===== config.mk =====
export PLATFORM = sky130hd
export DESIGN_NAME = burst_addr_gen
export DESIGN_NICKNAME = d
export VERILOG_FILES = /design/src/rtl/burst_addr_pkg.sv /design/src/rtl/burst_beat_ctr.sv /design/src/rtl/burst_upper_reg.sv /design/src/rtl/burst_low_map.sv /design/src/rtl/burst_addr_gen.sv
export SDC_FILE = /design/constraint.sdc
export NUM_CORES = 1
export LEC_CHECK = 0
export BUFFER_PORTS_ARGS = -buffer_cell sky130_fd_sc_hd__buf_2
export CORE_UTILIZATION = 42
export CTS_BUF_LIST = sky130_fd_sc_hd__clkbuf_4 sky130_fd_sc_hd__clkbuf_8
export DETAILED_ROUTE_END_ITERATION = 16
export MAX_ROUTING_LAYER = met4
export PLACE_DENSITY = 0.73
export SYNTH_ARGS = -nofsm -noshare
export SYNTH_HDL_FRONTEND = slang
export SYNTH_SLANG_ARGS = --single-unit

===== constraint.sdc =====
create_clock -name clk_i -period 0.9 [get_ports clk_i]
set_input_delay 0.135 -clock clk_i [delete_from_list [all_inputs] [get_ports clk_i]]
set_output_delay 0.135 -clock clk_i [all_outputs]
set_load 0.01 [all_outputs]

===== src/rtl/burst_addr_pkg.sv =====
`timescale 1ns/1ps
package burst_addr_pkg;
  localparam int BEAT_W = 2;

  typedef enum logic {
    ORD_LINEAR = 1'b0,
    ORD_XOR    = 1'b1
  } burst_order_e;

  function automatic logic [BEAT_W-1:0] beat_low(
    input logic [BEAT_W-1:0] start,
    input logic [BEAT_W-1:0] beat,
    input burst_order_e      ord
  );
    logic [BEAT_W-1:0] r;
    case (ord)
      ORD_XOR: r = start ^ beat;
      default: r = start + beat;
    endcase
    return r;
  endfunction
endpackage


===== src/rtl/burst_beat_ctr.sv =====
`timescale 1ns/1ps
module burst_beat_ctr
  import burst_addr_pkg::*;
(
  input  logic              clk_i,
  input  logic              rst_ni,
  input  logic              en_i,
  input  logic              load_i,
  input  logic [BEAT_W-1:0] start_i,
  output logic [BEAT_W-1:0] start_o,
  output logic [BEAT_W-1:0] beat_o
);
  logic [BEAT_W-1:0] start_q, beat_q;

  always_ff @(posedge clk_i or negedge rst_ni) begin
    if (!rst_ni) begin
      start_q <= '0;
      beat_q  <= '0;
    end else if (en_i) begin
      if (load_i) begin
        start_q <= start_i;
        beat_q  <= '0;
      end else begin
        beat_q  <= beat_q + 1'b1; // natural wrap after 4 beats
      end
    end
  end

  assign start_o = start_q;
  assign beat_o  = beat_q;
endmodule


===== src/rtl/burst_upper_reg.sv =====
`timescale 1ns/1ps
module burst_upper_reg #(
  parameter int W = 18
) (
  input  logic         clk_i,
  input  logic         rst_ni,
  input  logic         capture_i,
  input  logic [W-1:0] d_i,
  output logic [W-1:0] q_o
);
  logic [W-1:0] q;

  always_ff @(posedge clk_i or negedge rst_ni) begin
    if (!rst_ni)        q <= '0;
    else if (capture_i) q <= d_i;
  end

  assign q_o = q;
endmodule


===== src/rtl/burst_low_map.sv =====
`timescale 1ns/1ps
module burst_low_map
  import burst_addr_pkg::*;
(
  input  logic              order_i,
  input  logic [BEAT_W-1:0] start_i,
  input  logic [BEAT_W-1:0] beat_i,
  output logic [BEAT_W-1:0] low_o
);
  burst_order_e ord;

  always_comb begin
    ord   = burst_order_e'(order_i);
    low_o = beat_low(start_i, beat_i, ord);
  end
endmodule


===== src/rtl/burst_addr_gen.sv =====
`timescale 1ns/1ps
module burst_addr_gen
  import burst_addr_pkg::*;
#(
  parameter int AW = 20
) (
  input  logic          clk_i,
  input  logic          rst_ni,
  input  logic          stall_i,
  input  logic          advance_i,
  input  logic          order_i,
  input  logic [AW-1:0] addr_i,
  output logic [AW-1:0] addr_o
);
  localparam int UW = AW - BEAT_W;

  logic              en, load;
  logic [BEAT_W-1:0] start_q, beat_q, low;
  logic [UW-1:0]     upper_q;

  assign en   = ~stall_i;
  assign load = ~advance_i;

  burst_beat_ctr u_ctr (
    .clk_i   (clk_i),
    .rst_ni  (rst_ni),
    .en_i    (en),
    .load_i  (load),
    .start_i (addr_i[BEAT_W-1:0]),
    .start_o (start_q),
    .beat_o  (beat_q)
  );

  burst_upper_reg #(.W(UW)) u_upper (
    .clk_i     (clk_i),
    .rst_ni    (rst_ni),
    .capture_i (en & load),
    .d_i       (addr_i[AW-1:BEAT_W]),
    .q_o       (upper_q)
  );

  burst_low_map u_map (
    .order_i (order_i),
    .start_i (start_q),
    .beat_i  (beat_q),
    .low_o   (low)
  );

  assign addr_o = {upper_q, low};
endmodule


# Word-level counts from Yosys, hierarchy flattened
# Index checks and enable logic that the tools add are counted.
dict set report word_totals {
  reg_bits 22
  out_inout_bits 20
}
dict set report classes {
  add_sub_neg 2
  n_mux 2
  bitwise_logic 4
  n_reduce_logical 1
}
# op n
set op_table {}
lappend op_table {{2-to-1 mux 2 bit} 2}
lappend op_table {{adder 2 x 1 -> 2 bit (second input constant)} 1}
lappend op_table {{adder 2 bit} 1}
lappend op_table {{NOT 1 bit} 2}
lappend op_table {{AND reduction 2 bit} 1}
lappend op_table {{bitwise XOR 2 bit} 1}
lappend op_table {{AND 1 bit} 1}

# Logic depth before layout (Yosys ltp)
dict set report depth {
  ltp_word 2
  depth_mapped 3
}

# Hierarchy
# A second synthesis with hierarchy kept.
dict set report unflattened {
  cells_unflattened 57
  area_unflattened_um2 940.9
}
# mod n_inst cells_each area_per_inst_um2 seq_area_each_um2
set modules_own_cells {}
lappend modules_own_cells {burst_upper_reg 1 38 721.9 450.4}
lappend modules_own_cells {burst_beat_ctr 1 12 171.4 100.1}
lappend modules_own_cells {burst_low_map 1 4 36.3 0.0}
lappend modules_own_cells {burst_addr_gen 1 3 11.3 0.0}

# Worst setup path after synthesis
# Ideal clock, no wire load.
dict set report synth_timing {
  kind {register to output}
  start {reg u_ctr.beat_q[0], in the netlist u_ctr.beat_o[0]}
  end {out addr_o[1]}
  arrival_ns 0.905
  setup_slack_ns -0.140
  path_stages_with_launch 4
  n_path_buf 0
  cell_sequence {dfrtp_1 > ha_1 > nor2b_1 > xnor2_1}
}
dict set report synth_via {
  elab_chain_cells 2
}
# item line
set synth_rtl {}
lappend synth_rtl {{from (decl)} burst_beat_ctr.sv:13} ;# logic [BEAT_W-1:0] start_q, beat_q;
lappend synth_rtl {{from (signal assigned)} burst_beat_ctr.sv:24} ;# beat_q <= beat_q + 1'b1;
lappend synth_rtl {{adder 2 bit} burst_addr_pkg.sv:18} ;# default: r = start + beat;
lappend synth_rtl {{2-to-1 mux 2 bit} burst_addr_pkg.sv:16} ;# case (ord)
lappend synth_rtl {{to (decl)} burst_addr_gen.sv:13} ;# output logic [AW-1:0] addr_o
# Every way passes these cells.

# Final worst setup path
# Ends and elaborated chain as after synthesis.

==> flow_metrics.tcl <==
set metrics [dict create \
    finalHoldViolCount 0 \
    seq_area_frac_synth 0.5797 \
    wl_met1_microns 814 \
    fp-row-count 16 \
    rsz0062_at_grt "true" \
    synthDistinctLibCells 11 \
    routed_via_density 4.690 \
    wl_per_cell_microns 13.19 \
    setup_ws_ns -0.4890 \
    multi_input_area_sq_um 412.9 \
    final_nets 145 \
    drive_above_1_share 0.7881 \
    min_path_type "input pin to flip-flop" \
    setup_violations 22 \
    antenna_found_initial 0 \
    yosys.area_share.xor_xnor 0.01845 \
    core_sq_mm 0.002042 \
    syn_to_final_growth_pct 50.07 \
    htree_levels 1 \
    cp_max_fo 2 \
    yosysWarningCount 0 \
    gr-total-overflow 0 \
    worst_pin_slew_ns 0.4642 \
    cp-end-kind "output port" \
    yosysTopAreaCellShare 0.5797 \
    drtAntennaViolNets 0 \
    arrival_ns 1.25 \
    post_synth_mux_area_share 0.3281 \
    grtUsageTotal 0.1711 \
    grt_pass1_vias 669 \
    highest_layer "met4" \
    p_switching_w 0.0006777 \
    cp.buffers_inverters 1 \
    cellLeakagePower_nw 0.7441 \
    diodes 0 \
    slew_headroom 0.6906 \
    ys_seq_elements 22 \
    met3_length_microns 127 \
    routabilityCongestion 0.6582 \
    synth_top_family_by_area "multiplexers" \
    numPortBuffers 44 \
    drt_wl_total_microns 1912 \
    slew_violations 0 \
    cp-start-kind "flip-flop" \
    min_period_over_period 1.543 \
    ir_drop_mv 1.062 \
    numCtsBuffers 3 \
    drc_errors 0 \
    clkTransAtPathRegs_ns 0.12 \
    switching_share 0.2598 \
    slowest_stage "dfrtp_1" \
    status "complete, but fails checks" \
    crit_chain "ha_2 -> nor2b_4 -> xnor2_2 -> buf_2" \
    p_comb_frac 0.328 \
    grt_first_pass_wirelength_microns 2980 \
    power.clock.fraction 0.201 \
    synthSimpleGateAreaFrac 0.02372 \
    power_frac_seq 0.471 \
    fmax_mhz 719.9 \
    drt_iter0_drc 4 \
    finalSetupTns_ns -2.150 \
    ios 45 \
    die-height_microns 49.55 \
    violations "setup timing" \
    fin_crit_ns 1.389 \
    cts.sinks 22 \
    worst_hold_slack_ns 0.05225 \
    drv_cap 0 \
    critical_path.top_delay_family "flip-flops" \
    clk_latency_ns 0.30 \
    crit_required_ns 0.76 \
    synthCells 54 \
    internal_power_w 0.001931 \
    power_density_mw_per_mm2 1830 \
    fillCellCount 154 \
    netlist_area_sq_um 949.7 \
    yosysTopAreaCell "dfrtp_1" \
    vias 680 \
    clock_skew_ns 0.0003588 \
    clockBufferDepth 2 \
    regArea_sq_um 550.5 \
    tritoncts "built" \
    crit_path_max_incr_delay_ns 0.40 \
    dp_slack_ns -0.1984 \
    avgSynthCellArea_sq_um 17.59 \
    start_util 0.4651 \
    syn-num-nets 80 \
    cts-root-buf "clkbuf_4" \
    hpwl_microns 1223 \
    p_total_w 0.002609 \
    wl_met2_microns 936 \
    synthTopCellsByArea "dfrtp_1 (58%), mux2_4 (32%), buf_6 (2.4%)" \
    synthAdderAreaFrac 0.01318 \
    die_w_microns 49.55 \
    die_area_sq_mm 0.002455 \
    synth_compound_gate_area_share 0.01318 \
    drtPass1Iterations 3 \
    worstSetupPathType "flip-flop to output port" \
    grt_max_degree 23 \
]
==> final cells by class <==
cell class	count	area share
Timing Repair Buffer	62	0.2748
Tap cell	27	0.02370
Clock buffer	4	0.02546
Multi-Input combinational cell	30	0.2897
Sequential cell	22	0.3863
==> layer usage <==
layer,GRT usage,vias to the layer above
met4,0.07143,0
li1,-,314
met2,0.2725,35
met1,0.2141,326
met5,-,-
met3,0.03086,5
==> stage by stage <==
step	cells	area, sq um	utilization
after floorplan	54	967.2	-
after global placement	128	1249	0.6115
after detailed placement	128	1249	0.6115
after CTS	142	1379	0.6752
after global routing	145	1425	0.6979
final	145	1425	0.6979
==> power by group through the flow <==
stage          registers [W]  clock network [W]  logic [W]
2_1_floorplan        0.00129                  0   0.000338
3_3_place_gp         0.00123                  0   0.000660
3_5_place_dp         0.00124                  0   0.000675
4_1_cts              0.00122           0.000545   0.000808
5_1_grt              0.00125           0.000597   0.000916
6_report             0.00123           0.000525   0.000855
==> flip-flops by register name (all words and copies together) (netlist names) <==
register and count:
u_ctr.start_o 2, u_ctr.beat_o 2, u_upper.q_o 18
==> synthesized netlist by cell type <==
library cell  instances
xnor2_1               2
nor2b_1               2
mux2_2                1
nand2_1               1
o31ai_1               1
ha_1                  1
dfrtp_1              22
nor2_2                1
o21ai_0               1
buf_6                 2
mux2_4               20
==> what timing repair did <==
| item | CTS | global route |
|---|---|---|
| setup endpoints to repair | 21 | 29 |
| endpoints found under the hold margin | 22 | 0 |
| hold buffers | 1 | 0 |
| pin swaps | 2 | 1 |
| resized for setup | 4 | 6 |
| setup buffers | 9 | 5 |
==> final timing paths <==
path                                               from                           end  slack (ns)  depth (start not counted)
max                         u_ctr.beat_o[0]$_DFFE_PN0N_                     addr_o[1]       -0.49                          4
min                                          addr_i[12]   u_upper.q_o[10]$_DFFE_PN0P_        0.05                          2
max reg2reg                u_ctr.start_o[1]$_DFFE_PN0P_  u_ctr.start_o[1]$_DFFE_PN0P_       -0.03                          2
min reg2reg                  u_upper.q_o[3]$_DFFE_PN0P_    u_upper.q_o[3]$_DFFE_PN0P_        0.52                          1
max in group asynchronous                        rst_ni    u_upper.q_o[3]$_DFFE_PN0P_        0.28                          2
min in group asynchronous                        rst_ni    u_upper.q_o[6]$_DFFE_PN0P_        0.30                          2
==> placed cells by master (no fill, tap or decap), drive strengths merged <==
cell type	instances
dfrtp	22
nand2	1
o31ai	1
nor2	1
xnor2	2
clkbuf	4
buf	61
dlygate4sd3	1
o21ai	1
ha	1
nor2b	2
mux2	21
==> cells by family after synthesis <==
family	after synthesis
xor gates and xnor gates	2
buffers and inverters	2
and+or+nand+nor	4
DFF	22
AOI/OAI and AO/OA	2
adders and majority gates	1
muxes	21
Note: power is estimated with default switching activity, not from simulation.
